$ cat config.mk
export PLATFORM = sky130hd
export DESIGN_NAME = ata_pio_strobe
export DESIGN_NICKNAME = d
export VERILOG_FILES = /design/src/rtl/ata_pio_pkg.sv /design/src/rtl/ata_pio_timing_sel.sv /design/src/rtl/ata_pio_seq.sv /design/src/rtl/ata_pio_data.sv /design/src/rtl/ata_pio_strobe.sv
export SDC_FILE = /design/constraint.sdc
export NUM_CORES = 1
export LEC_CHECK = 0
export BUFFER_PORTS_ARGS = -buffer_cell sky130_fd_sc_hd__buf_2
export CORE_ASPECT_RATIO = 0.7
export CORE_MARGIN = 10
export CORE_UTILIZATION = 44
export DETAILED_ROUTE_END_ITERATION = 8
export PLACE_DENSITY = 0.82
export SYNTH_ARGS = -nofsm -noshare
export SYNTH_HDL_FRONTEND = slang
export SYNTH_SLANG_ARGS = --single-unit
$ cat constraint.sdc
create_clock -name clk -period 1.9 [get_ports clk]
set_input_delay 0.19 -clock clk [delete_from_list [all_inputs] [get_ports clk]]
set_output_delay 0.19 -clock clk [all_outputs]
set_load 0.005 [all_outputs]
$ cat src/rtl/ata_pio_pkg.sv
package ata_pio_pkg;

    localparam int NIB_W     = 4;
    localparam int MODE_W    = 3;
    localparam int DATA_W    = 16;
    localparam int NUM_MODES = 5;

    typedef enum logic [1:0] {
        PH_IDLE    = 2'd0,
        PH_ACTIVE  = 2'd1,
        PH_RECOVER = 2'd2
    } phase_e;

    // Default active-phase counts per mode; modes past the table use the last entry.
    function automatic logic [NIB_W-1:0] mode_active(input int unsigned idx);
        case (idx)
            0:       mode_active = NIB_W'(5);
            1:       mode_active = NIB_W'(3);
            2:       mode_active = NIB_W'(3);
            3:       mode_active = NIB_W'(2);
            default: mode_active = NIB_W'(2);
        endcase
    endfunction

    // Default recovery-phase counts per mode.
    function automatic logic [NIB_W-1:0] mode_recover(input int unsigned idx);
        case (idx)
            0:       mode_recover = NIB_W'(12);
            1:       mode_recover = NIB_W'(7);
            2:       mode_recover = NIB_W'(3);
            3:       mode_recover = NIB_W'(2);
            default: mode_recover = NIB_W'(0);
        endcase
    endfunction

endpackage

$ cat src/rtl/ata_pio_timing_sel.sv
module ata_pio_timing_sel
    import ata_pio_pkg::*;
#(
    parameter int NW    = NIB_W,
    parameter int MW    = MODE_W,
    parameter int MODES = NUM_MODES
) (
    input  logic [2*NW-1:0] timing_byte,
    input  logic            timing_override,
    input  logic [MW-1:0]   pio_mode,
    output logic [NW-1:0]   active_cnt,
    output logic [NW-1:0]   recover_cnt
);
    localparam int LAST = MODES - 1;

    logic [NW-1:0] tbl_act [MODES];
    logic [NW-1:0] tbl_rec [MODES];

    for (genvar g = 0; g < MODES; g++) begin : g_tbl
        assign tbl_act[g] = NW'(mode_active(g));
        assign tbl_rec[g] = NW'(mode_recover(g));
    end

    logic [MW-1:0] mode_idx;

    always_comb begin
        if (int'(pio_mode) > LAST) mode_idx = MW'(LAST);
        else                      mode_idx = pio_mode;

        if (timing_override) begin
            active_cnt  = timing_byte[2*NW-1:NW];
            recover_cnt = timing_byte[NW-1:0];
        end else begin
            active_cnt  = tbl_act[mode_idx];
            recover_cnt = tbl_rec[mode_idx];
        end
    end
endmodule

$ cat src/rtl/ata_pio_seq.sv
module ata_pio_seq
    import ata_pio_pkg::*;
#(
    parameter int NW = NIB_W
) (
    input  logic          clk,
    input  logic          rst,
    input  logic          start,
    input  logic          write_dir,
    input  logic [NW-1:0] active_cnt,
    input  logic [NW-1:0] recover_cnt,
    input  logic          iordy,
    output phase_e        phase,
    output logic          wr_q,
    output logic          accept,
    output logic          capture,
    output logic          done
);
    typedef struct packed {
        phase_e        phase;
        logic [NW-1:0] cnt;
        logic [NW-1:0] act;
        logic [NW-1:0] rec;
        logic          wr;
        logic          done;
    } seq_t;

    seq_t s_d, s_q;

    always_comb begin
        s_d      = s_q;
        s_d.done = 1'b0;
        accept   = 1'b0;
        capture  = 1'b0;
        case (s_q.phase)
            PH_IDLE: begin
                if (start) begin
                    accept    = 1'b1;
                    s_d.phase = PH_ACTIVE;
                    s_d.cnt   = '0;
                    s_d.act   = active_cnt;
                    s_d.rec   = recover_cnt;
                    s_d.wr    = write_dir;
                end
            end
            PH_ACTIVE: begin
                if (iordy) begin
                    if (s_q.cnt == s_q.act) begin
                        s_d.phase = PH_RECOVER;
                        s_d.cnt   = '0;
                        capture   = !s_q.wr;
                    end else begin
                        s_d.cnt = s_q.cnt + NW'(1);
                    end
                end
            end
            PH_RECOVER: begin
                if (s_q.cnt == s_q.rec) begin
                    s_d.phase = PH_IDLE;
                    s_d.cnt   = '0;
                    s_d.done  = 1'b1;
                end else begin
                    s_d.cnt = s_q.cnt + NW'(1);
                end
            end
            default: s_d.phase = PH_IDLE;
        endcase
    end

    always_ff @(posedge clk) begin
        if (rst) begin
            s_q.phase <= PH_IDLE;
            s_q.cnt   <= '0;
            s_q.act   <= '0;
            s_q.rec   <= '0;
            s_q.wr    <= 1'b0;
            s_q.done  <= 1'b0;
        end else begin
            s_q <= s_d;
        end
    end

    assign phase = s_q.phase;
    assign wr_q  = s_q.wr;
    assign done  = s_q.done;
endmodule

$ cat src/rtl/ata_pio_data.sv
module ata_pio_data
    import ata_pio_pkg::*;
#(
    parameter int DW = DATA_W
) (
    input  logic          clk,
    input  logic          rst,
    input  logic          accept,
    input  logic          capture,
    input  phase_e        phase,
    input  logic          wr_q,
    input  logic [DW-1:0] wr_data,
    input  logic [DW-1:0] dd_in,
    output logic [DW-1:0] dd_out,
    output logic          dd_oe,
    output logic [DW-1:0] rd_data
);
    typedef struct packed {
        logic [DW-1:0] wdat;
        logic [DW-1:0] rdat;
    } dat_t;

    dat_t d_d, d_q;

    always_comb begin
        d_d = d_q;
        if (accept)  d_d.wdat = wr_data;
        if (capture) d_d.rdat = dd_in;
    end

    always_ff @(posedge clk) begin
        if (rst) begin
            d_q.wdat <= '0;
            d_q.rdat <= '0;
        end else begin
            d_q <= d_d;
        end
    end

    assign dd_oe   = wr_q && (phase != PH_IDLE);
    assign dd_out  = dd_oe ? d_q.wdat : '0;
    assign rd_data = d_q.rdat;
endmodule

$ cat src/rtl/ata_pio_strobe.sv
module ata_pio_strobe
    import ata_pio_pkg::*;
#(
    parameter int NW = NIB_W,
    parameter int MW = MODE_W,
    parameter int DW = DATA_W
) (
    input  logic          clk,
    input  logic          rst,
    input  logic          start,
    input  logic          write_dir,
    input  logic [2*NW-1:0] timing_byte,
    input  logic          timing_override,
    input  logic [MW-1:0] pio_mode,
    input  logic [DW-1:0] wr_data,
    input  logic          iordy,
    input  logic [DW-1:0] dd_in,
    output logic          dior_n,
    output logic          diow_n,
    output logic [DW-1:0] dd_out,
    output logic          dd_oe,
    output logic [DW-1:0] rd_data,
    output logic          busy,
    output logic          done
);
    logic [NW-1:0] active_cnt;
    logic [NW-1:0] recover_cnt;
    phase_e        phase;
    logic          wr_q;
    logic          accept;
    logic          capture;

    ata_pio_timing_sel #(.NW(NW), .MW(MW), .MODES(NUM_MODES)) u_sel (
        .timing_byte     (timing_byte),
        .timing_override (timing_override),
        .pio_mode        (pio_mode),
        .active_cnt      (active_cnt),
        .recover_cnt     (recover_cnt)
    );

    ata_pio_seq #(.NW(NW)) u_seq (
        .clk         (clk),
        .rst         (rst),
        .start       (start),
        .write_dir   (write_dir),
        .active_cnt  (active_cnt),
        .recover_cnt (recover_cnt),
        .iordy       (iordy),
        .phase       (phase),
        .wr_q        (wr_q),
        .accept      (accept),
        .capture     (capture),
        .done        (done)
    );

    ata_pio_data #(.DW(DW)) u_dat (
        .clk     (clk),
        .rst     (rst),
        .accept  (accept),
        .capture (capture),
        .phase   (phase),
        .wr_q    (wr_q),
        .wr_data (wr_data),
        .dd_in   (dd_in),
        .dd_out  (dd_out),
        .dd_oe   (dd_oe),
        .rd_data (rd_data)
    );

    assign dior_n = !((phase == PH_ACTIVE) && !wr_q);
    assign diow_n = !((phase == PH_ACTIVE) &&  wr_q);
    assign busy   = (phase != PH_IDLE);
endmodule

# Word level (Yosys, flattened, before mapping)
# Memory sizes are Yosys's and may differ from the RTL's.
# Index checks and enable logic that the tools add are counted.
dict set report op_classes {
  n_reduce_logical 13
  mul 0
  add_sub_neg 1
  order_cmp 2
  muxes 22
  n_bitwise 2
  div_mod_pow 0
  eq_ne 8
  n_shift 0
}
# cell count
set op_table {}
lappend op_table {{$mux 4} 8}
lappend op_table {{$mux 16} 1}
lappend op_table {{$mux 15} 1}
lappend op_table {{$pmux 4 s3} 1}
lappend op_table {{$eq 4x4->1} 2}
lappend op_table {{$mux 1} 6}
lappend op_table {{$mux 6} 1}
lappend op_table {{$pmux 2 s3} 1}
lappend op_table {{$add 4x1->4 const B} 1}
lappend op_table {{$ge 4x4->1 const B} 1}
lappend op_table {{$mux 2} 2}
lappend op_table {{$ne 2x1->1 const B} 2}
lappend op_table {{$ne 2x2->1 const B} 2}
lappend op_table {{$not 3->4} 1}
lappend op_table {{$reduce_and 4->1} 1}
lappend op_table {{$gt 3x3->1 const B} 1}
lappend op_table {{$logic_and 1x1->1} 3}
lappend op_table {{$logic_not 1->1} 3}
lappend op_table {{$mux 3} 1}
lappend op_table {{$reduce_and 3->1} 1}
lappend op_table {{$reduce_bool 3->1} 1}
lappend op_table {{$eq 2x1->1 const B} 1}
lappend op_table {{$eq 2x2->1 const B} 1}
lappend op_table {{$logic_not 2->1} 1}
lappend op_table {{4 further kinds} 4}
dict set report word_totals {
  rom_bits 64
  in_bits 49
  n_memories 2
  latchBits 0
  mem_bits_rw 0
  register_bits 48
}
# memory words word_bits read_ports rd_clocked_by_memory_dff write_ports line
set memory_table {}
lappend memory_table {{(no name shown)} 8 4 1 0 0 ata_pio_timing_sel.sv:34} ;# active_cnt = tbl_act[mode_idx];
lappend memory_table {{(no name shown)} 8 4 1 0 0 ata_pio_timing_sel.sv:35} ;# recover_cnt = tbl_rec[mode_idx];

# Longest topological paths before layout
# Gate-level depths: netlist (run 1).
dict set report depth {
  ltp_word 9
  mapped_depth 8
}

# Cells and area by module
# Synthesis (run 1) repeated with hierarchy kept, for this count alone.
dict set report unflattened {
  cells_unflattened 263
  area_unflattened_um2 2384.8
}
# module seq_area_each_um2 cells_each area_each_um2 instances
set by_module_without_submodules {}
lappend by_module_without_submodules {ata_pio_data 640.6 137 1397.6 1}
lappend by_module_without_submodules {ata_pio_seq 320.3 104 837.1 1}
lappend by_module_without_submodules {ata_pio_timing_sel 0.0 19 127.6 1}
lappend by_module_without_submodules {ata_pio_strobe 0.0 3 22.5 1}

# Least setup slack after synthesis (run 1)
# Ideal clock, no wire load.
dict set report synth_path {
  kind {register -> register}
  startpoint {reg u_seq.s_q[11] (netlist name)}
  endpoint {reg u_dat.d_q (netlist bit u_dat.rd_data[10])}
  required_ps 1772
  synth_period_minus_slack_ps 1818
  setup_slack_ps 82
  path_stages_with_launch 8
  arrival_time_ps 1691
  path_cell_list {dfxtp_1 xor2_1 nor4_4 or3b_1 buf_6 buf_6 mux2i_1 nor2_1}
}
dict set report synth_via {
  elab_chain_cells 4
}
# element line
set synth_lines {}
lappend synth_lines {{from (decl)} ata_pio_seq.sv:28} ;# seq_t s_d, s_q;
lappend synth_lines {{$eq 4x4->1} ata_pio_seq.sv:48} ;# if (s_q.cnt == s_q.act) begin
lappend synth_lines {{$mux 1} ata_pio_seq.sv:48}
lappend synth_lines {{$mux 1} ata_pio_seq.sv:47} ;# if (iordy) begin
lappend synth_lines {{$mux 1} ata_pio_seq.sv:35} ;# case (s_q.phase)
lappend synth_lines {{to (decl)} ata_pio_data.sv:23} ;# dat_t d_d, d_q;
# No other way between the ends.
# A chain may end at the register's enable or synchronous reset.

# Final worst setup path (run 1)
dict set report layout_path {
  startpoint {reg, netlist name u_seq.phase[0]}
  endpoint {out dd_out[1]}
}
dict set report layout_via {
  elab_chain_cells 3
}
# element line
set layout_lines {}
lappend layout_lines {{$reduce_bool 2->1} ata_pio_data.sv:40} ;# assign dd_oe = wr_q && (phase != PH_IDLE);
lappend layout_lines {{$logic_and 1x1->1} ata_pio_data.sv:40}
lappend layout_lines {{$mux 16} ata_pio_data.sv:41} ;# assign dd_out = dd_oe ? d_q.wdat : '0;
lappend layout_lines {{to (decl)} ata_pio_strobe.sv:20} ;# output logic [DW-1:0] dd_out,
# No other way between the ends.

==> impl_metrics.json, run 1 <==
{
  "routedWlPerCell_um": 13.6,
  "numCtsBuffers": 5,
  "critical_path.endpoint_type": "output pin",
  "gp_congestion": 0.832,
  "p_per_area_nw_per_um2": 813,
  "io_buffers": 85,
  "ys_ff_latch": 48,
  "arrival_ps": 1550,
  "grt_overflow": 0,
  "place_area_um2": 2710,
  "areaGrowthSynthToFinish_pct": 23.5,
  "critPathMaxFanout": 17,
  "setup_viol": 0,
  "tightest_slew_ps": 417,
  "finish.utilization": 0.576,
  "diodes": 0,
  "nets": 403,
  "ioPinCount": 86,
  "synth_cells": 274,
  "critPathKind": "flip-flop to output pin",
  "synth_nets": 331,
  "route.met3.wl_um": 449,
  "cts.sinks": 48,
  "wl_met2_um": 2620,
  "die_y_um": 80.4,
  "vias": 1970,
  "synth_edf_count": 0,
  "clk_pin_slew_worst_paths_ps": 80,
  "initial_utilization": 0.467,
  "grt_pass1_vias": 1937,
  "syn_area_um2": 2290,
  "synthArstFlopShare": 0,
  "crit_required_ps": 1710,
  "finalPower_w": 0.00230,
  "synth_cell_type_count": 30,
  "netlist.area_leader.share": 0.419,
  "drive_gt1_frac": 0.303,
  "mostFrequentLayoutCell": "buf_2",
  "synth.avg_cell_area_um2": 8.37,
  "grt_setup_unrepaired": "false",
  "top_layer": "met4",
  "antenna_found_initial": 0,
  "finalCriticalPeriod_ps": 1740,
  "final_cell_mix": "buf_2, nand2_1, dfxtp_1",
  "finClkSkew_ps": 4.87,
  "drv_cap": 0,
  "clock_latency_ps": 290,
  "synth-seq-area-share": 0.419,
  "startpoint_type": "flip-flop",
  "setup_tns_ps": 0,
  "m1WireLength_um": 2480,
  "grt_pass1_wl_um": 9090,
  "viasPerCell": 4.74,
  "dpl.hpwl_um": 4430,
  "clock.fmax_mhz": 575,
  "ys_top_cells_by_area": "dfxtp_1, nand2_1, mux2i_1",
  "cts_tree": "built",
  "row_count": 21,
  "cts_hold_buf": 0,
  "power_leakage_nw": 1.45,
  "wirelength_um": 5640,
  "ant_nets": 0,
  "synth_top_area_cell": "dfxtp_1",
  "slew-limit-headroom": 0.721,
  "drtIter0Drc": 97,
  "grt_util_all_layers": 0.130,
  "drtPass1Iterations": 4,
  "min_path_type": "input pin to flip-flop",
  "synth_warnings": 0,
  "clk_path_buf_depth": 2,
  "die_area_um2": 8550,
  "vdd_drop_max_v": 0.000286,
  "cts_root_buf": "clkbuf_8",
  "final_hold_viol_count": 0,
  "outcome": "finished clean",
  "grt_max_degree": 28,
  "period_share": 0.916,
  "ys.flop_type": "dfxtp_1",
  "die_x_um": 106,
  "h-tree-depth": 2,
  "core_um2": 4910,
  "drc": 0,
  "finalInstanceArea_um2": 2830,
  "timing.final.max_slew_violations": 0
}
-- Yosys cell counts (3+ instances only) --
master	n
dfxtp_1	48
nand2_1	47
nor2_1	26
a21oi_1	23
and2_1	17
buf_4	16
mux2i_1	16
clkbuf_1	12
inv_1	10
nor3_1	9
ha_1	8
a211oi_1	7
nand3_1	4
xnor2_1	4
xor2_1	4
a31oi_1	3
nand2b_1	3
nor2b_1	3
-- kinds of logic after synthesis --
kind of cell,synth area share
DFF,0.419
adders and majority gates,0.0436
muxes,0.0698
buffers and inverters,0.0982
AOI/OAI and AO/OA,0.106
xor gates and xnor gates,0.0305
and+or+nand+nor,0.233
-- cell type report --
cell class | instances | area (µm²)
multi-input combinational | 186 | 1110
timing repair buffer | 95 | 529
clock buffer | 6 | 72.6
clock inverter | 2 | 35.0
inverter | 10 | 37.5
fill | 457 | 2080
tap | 69 | 86.3
sequential | 48 | 963
-- flip-flops by register name, summed over array words and instances, names as in the netlist --
| name | flops |
|---|---|
| u_seq.wr_q | 1 |
| u_seq.done | 1 |
| u_dat.rd_data | 16 |
| u_dat.d_q | 16 |
| u_seq.phase | 2 |
| u_seq.s_q | 12 |
-- report_power, final --
group / switching [W] / leakage [nW] / total, W / internal, W
logic: 0.000255 / 1.00 / 0.000462 / 0.000208
clock network: 0.000325 / 0.0552 / 0.000716 / 0.000391
registers: 0.0000424 / 0.393 / 0.00112 / 0.00108
total: 0.000622 / 1.45 / 0.00230 / 0.00168
-- what timing repair did --
action | CTS | global route
buffers inserted | 0 | 1
hold endpoints to repair | 0 | 0
setup endpoints to repair | 0 | 19
resized for setup | 0 | 3
-- critical path, cell delays in order, from the launching register on --
cell	delay, ps
dfxtp_2	370
inv_1	70
ha_1	240
nor2b_1	150
buf_6	170
and2_1	140
buf_2	110
-- per-layer routing --
metal	vias to the layer above	track usage
met5	-	0
met4	0	0.0472
met3	6	0.0542
met2	58	0.216
met1	874	0.146
li1	1032	-
-- final timing paths --
kind	startpoint	end	slack, ps	depth (start not counted)
max	u_seq.phase[0]	dd_out[1]	160	6
min	wr_data[9]	u_dat.d_q[25]	120	3
max reg2reg	u_seq.phase[0]	u_seq.s_q[13]	180	7
min reg2reg	u_dat.d_q[30]	u_dat.d_q[30]	450	2
-- stage by stage --
stage               worst slack (ps)  hold slack, ps  cells
finish                           160             123    416
global route                    28.5             119    416
CTS                             81.5             116    415
detailed placement               102             430    407
global placement                 156             420    407
floorplan                       81.7             326    274
Power figures use the tool's default switching activity.
==> run 2, diff against run 1 <==
Settings changed: BUFFER_PORTS_ARGS -buffer_cell sky130_fd_sc_hd__buf_2 to -buffer_cell sky130_fd_sc_hd__buf_4.
==> run 2 against run 1 <==
- die area unchanged
- worst hold slack gained 4.1 ps
- routed wire length up 1.8%
- highest routed layer unchanged
- critical path type is now flip-flop to flip-flop
- cell area up 6.7%
- critical endpoint is now u_seq.s_q[12]
- via count grew 0.61%
- clock power is 2% lower
==> impl_metrics.json, run 2 (same netlist as run 1, synthesis figures left out) <==
{
  "clock_latency_ps": 290,
  "drv_cap": 0,
  "dpl.hpwl_um": 4430,
  "multi_input_area_um2": 1110,
  "initial_utilization": 0.467,
  "h-tree-depth": 2,
  "die_x_um": 106,
  "min_path_type": "input pin to flip-flop",
  "finClkSkew_ps": 5.94,
  "timing.final.max_slew_violations": 0,
  "outcome": "finished clean",
  "die_y_um": 80.4,
  "io_buffers": 85,
  "cts_root_buf": "clkbuf_8",
  "mostFrequentLayoutCell": "buf_4",
  "finish.utilization": 0.615,
  "setup_tns_ps": 0,
  "period_share": 0.938,
  "p_per_area_nw_per_um2": 771,
  "grt_overflow": 0,
  "vdd_drop_max_v": 0.000273,
  "critPathMaxStageDelay_ps": 380,
  "drc": 0,
  "row_count": 21,
  "crit_required_ps": 2120,
  "final_hold_viol_count": 0,
  "startpoint_type": "flip-flop",
  "gp_congestion": 0.818,
  "grt_util_all_layers": 0.130,
  "nets": 402,
  "drtIter0Drc": 52,
  "clk_pin_slew_worst_paths_ps": 80,
  "grt_pass1_vias": 1989,
  "power_leakage_nw": 1.48,
  "grt_max_degree": 49,
  "instances_no_fill": 415,
  "cts_hold_buf": 0,
  "crit_path_cell_trace": "inv_1 -> ha_1 -> nor2b_1 -> a211o_2 -> nor3b_1 -> o21ai_1 -> a21oi_1",
  "ioPinCount": 86,
  "critPathKind": "flip-flop to flip-flop",
  "routedWlPerCell_um": 13.8,
  "critPathMaxFanout": 8,
  "numCtsBuffers": 5,
  "clk_path_buf_depth": 2,
  "diodes": 0,
  "cts_tree": "built",
  "grt_setup_unrepaired": "false",
  "finalCriticalPeriod_ps": 1780,
  "setup_viol": 0,
  "viasPerCell": 4.78,
  "antenna_found_initial": 0,
  "clock.fmax_mhz": 561,
  "vias": 1982,
  "core_um2": 4910,
  "arrival_ps": 2010,
  "final_cell_mix": "buf_4, nand2_1, dfxtp_1",
  "drtPass1Iterations": 4,
  "grt_pass1_wl_um": 9230,
  "crit_slowest_cell": "a211o_2",
  "drive_gt1_frac": 0.303,
  "cts.sinks": 48,
  "die_area_um2": 8550,
  "tightest_slew_ps": 488,
  "fill_cells": 436,
  "areaGrowthSynthToFinish_pct": 31.8,
  "dp_cells": 406,
  "wirelength_um": 5750,
  "slew-limit-headroom": 0.674,
  "critical_path.endpoint_type": "flip-flop",
  "ant_nets": 0,
  "seqCellArea_um2": 963
}
run 2: cell types whose count changed in the layout (fill, tap and decap cells not counted):
cell | before | now
buf_6 | 1 | 0
a211o_2 | 0 | 1
buf_12 | 2 | 1
buf_2 | 85 | 0
a211o_1 | 1 | 0
buf_4 | 7 | 93
run 2: power breakdown:
part | switching, W | internal, W
registers | 0.0000441 | 0.00108
clock network | 0.000314 | 0.000390
logic | 0.000254 | 0.000246
total | 0.000612 | 0.00172
run 2: worst paths after layout:
path	from	slack [ps]	cells after the start	endpoint
min	dd_in[10]	130	3	u_dat.rd_data[10]
max reg2reg	u_seq.phase[0]	120	7	u_seq.s_q[12]
min reg2reg	u_dat.d_q[23]	450	2	u_dat.d_q[23]
max	u_seq.phase[0]	120	7	u_seq.s_q[12]
run 2: what timing repair did:
| item | in CTS | in global routing |
|---|---|---|
| setup endpoints to repair | 0 | 23 |
| resized for setup | 0 | 3 |
| buffers inserted | 0 | 1 |
run 2: stage by stage:
step | instance area (µm²) | total power, W | hold WS, ps | setup slack, ps
4_1_cts | 3010 | 0.00235 | 118 | 46.8
6_report | 3020 | 0.00233 | 128 | 117
3_3_place_gp | 2900 | 0.00162 | 418 | 147
5_1_grt | 3020 | 0.00246 | 126 | 2.52
3_5_place_dp | 2900 | 0.00164 | 428 | 74.3
2_1_floorplan | 2290 | 0.00146 | 326 | 81.7
run 2: metal layers:
| metal | wire (µm) | up-vias | share of wire | GRT usage |
|---|---|---|---|---|
| met5 | 0 | - | 0 | 0 |
| met4 | 96 | 0 | 0.017 | 0.0539 |
| met3 | 473 | 6 | 0.082 | 0.0494 |
| met2 | 2620 | 57 | 0.46 | 0.221 |
| met1 | 2560 | 892 | 0.45 | 0.144 |
| li1 | - | 1027 | - | - |
run 2: layout make-up:
type | instances | share of cell area
inverters | 10 | 0.0124
flip-flops and latches | 48 | 0.319
well taps | 69 | 0.0286
repair buffers | 94 | 0.238
clock buffers | 6 | 0.0240
clock inverters | 2 | 0.0116
multi-input cells | 186 | 0.367
run 2: worst max-delay path, delay by kind of cell (launching register included):
kind                       cells  cell delay (ps)
DFF                            1              370
buffers and inverters          1               70
and+or+nand+nor                2              390
adders and majority gates      1              260
AOI/OAI and AO/OA              3              630
==> run 3, diff against run 2 <==
Settings changed: GPL_TIMING_DRIVEN set to 0.
==> run 3 against run 2 <==
- sequential share of layout area decreased by 1.5 points
- worst setup slack got worse by 14 ps
- clock-buffer cell count decreased by 1
- non-clock buffer count increased by 23
- critical path depth decreased by 1
- routed wire length increased by 1.2%
- register-to-register slack about the same
- clock power increased by 6.5%
- clock skew increased by 3.6 ps
==> impl_metrics.json, run 3 (same netlist as run 1, synthesis figures left out) <==
{
  "outcome": "finished clean",
  "diodes": 0,
  "grt_max_degree": 18,
  "grt_pass1_vias": 2040,
  "die_x_um": 106,
  "cts_tree": "built",
  "tightest_slew_ps": 453,
  "initial_utilization": 0.467,
  "drv_cap": 0,
  "critPathKind": "flip-flop to flip-flop",
  "vias": 2061,
  "drive_gt1_frac": 0.344,
  "clock.fmax_mhz": 557,
  "core_um2": 4910,
  "row_count": 21,
  "cts_root_buf": "clkbuf_8",
  "grt_pass1_wl_um": 9590,
  "setup_viol": 0,
  "place_area_um2": 3010,
  "crit_required_ps": 2090,
  "grt_overflow": 0,
  "clock_latency_ps": 300,
  "vdd_drop_max_v": 0.000323,
  "fill_cells": 431,
  "drtIter0Drc": 65,
  "timing.final.max_slew_violations": 0,
  "ioPinCount": 86,
  "critPathMaxStageDelay_ps": 440,
  "holdWs_ps": 115,
  "final_cell_mix": "buf_4, nand2_1, dfxtp_1",
  "routedWlPerCell_um": 13.3,
  "viasPerCell": 4.71,
  "antenna_found_initial": 0,
  "die_y_um": 80.4,
  "startpoint_type": "flip-flop",
  "clk_path_buf_depth": 2,
  "h-tree-depth": 2,
  "gp_congestion": 0.761,
  "period_share": 0.946,
  "min_path_type": "input pin to flip-flop",
  "numCtsBuffers": 5,
  "nets": 425,
  "final_hold_viol_count": 0,
  "wirelength_um": 5810,
  "finalCriticalPeriod_ps": 1800,
  "mostFrequentLayoutCell": "buf_4",
  "finalInstanceArea_um2": 3190,
  "crit_slowest_cell": "or3b_4",
  "p_per_area_nw_per_um2": 755,
  "die_area_um2": 8550,
  "dpl.hpwl_um": 4680,
  "clk_pin_slew_worst_paths_ps": 90,
  "finClkSkew_ps": 9.50,
  "power_leakage_nw": 1.57,
  "drc": 0,
  "ant_nets": 0,
  "cts.sinks": 48,
  "grt_util_all_layers": 0.135,
  "io_buffers": 84,
  "areaGrowthSynthToFinish_pct": 39.0,
  "drtPass1Iterations": 4,
  "crit_path_cell_trace": "xor2_1 -> nor4_4 -> or3b_4 -> buf_6 -> mux2i_1 -> nor2_1",
  "critical_path.endpoint_type": "flip-flop",
  "critPathMaxFanout": 10,
  "arrival_ps": 1980,
  "grt_setup_unrepaired": "false",
  "slew-limit-headroom": 0.698
}
## run 3: cell count changes in the layout (fill, tap and decap cells not counted), sizes merged
cell      change
clkbuf       +10
clkinv        -1
buf          +12
clkinvlp      +1
inv           +1
## run 3: layer usage
layer	routed length, µm	global-route usage
met1	2700	0.169
met2	2560	0.206
met3	468	0.0518
met4	86	0.0499
met5	0	0
## run 3: area by class of cell
type | count | area (µm²) | share of cell area
multi-input combinational | 186 | 1120 | 0.352
sequential | 48 | 968 | 0.304
timing repair buffer | 89 | 681 | 0.214
buffer | 28 | 178 | 0.0558
tap | 69 | 86.3 | 0.0271
clock buffer | 5 | 68.8 | 0.0216
clock inverter | 3 | 46.3 | 0.0145
inverter | 10 | 37.5 | 0.0118
## run 3: timing repair
item / CTS / global route
pin swaps: 1 / 0
hold buffers: 0 / 0
buffers inserted: 2 / 3
hold endpoints to repair: 0 / 0
setup endpoints to repair: 27 / 49
gates resized for setup: 7 / 11
## run 3: report_power, final
| group | total [W] | internal (W) | switching [W] |
|---|---|---|---|
| Clock | 0.000750 | 0.000397 | 0.000353 |
| Sequential | 0.00112 | 0.00108 | 0.0000432 |
| Combinational | 0.000533 | 0.000273 | 0.000260 |
## run 3: worst paths after layout
check / cells past startpoint / endpoint / slack (ps) / startpoint
setup reg to reg: 6 / u_dat.rd_data[7] / 100 / u_seq.s_q[12]
hold reg to reg: 2 / u_dat.d_q[25] / 450 / u_dat.d_q[25]
hold / removal: 3 / u_dat.rd_data[4] / 110 / dd_in[4]
setup / recovery: 6 / u_dat.rd_data[7] / 100 / u_seq.s_q[12]
## run 3: metrics by stage
stage          worst slack (ps)  utilization  total power, W  setup TNS [ps]  instances
2_1_floorplan              81.7            -         0.00146               0        274
3_3_place_gp               -115        0.613         0.00164           -1600        427
3_5_place_dp               -157        0.613         0.00165           -1980        427
4_1_cts                    8.95        0.639         0.00241               0        435
5_1_grt                    1.42        0.649         0.00255               0        438
6_report                    103        0.649         0.00240               0        438
## run 3: critical path, delay by kind of cell (launching register included)
family | cells | cell delay, ps
buf+inv | 1 | 170
simple gates | 3 | 790
mux | 1 | 170
flops | 1 | 360
xor+xnor | 1 | 180
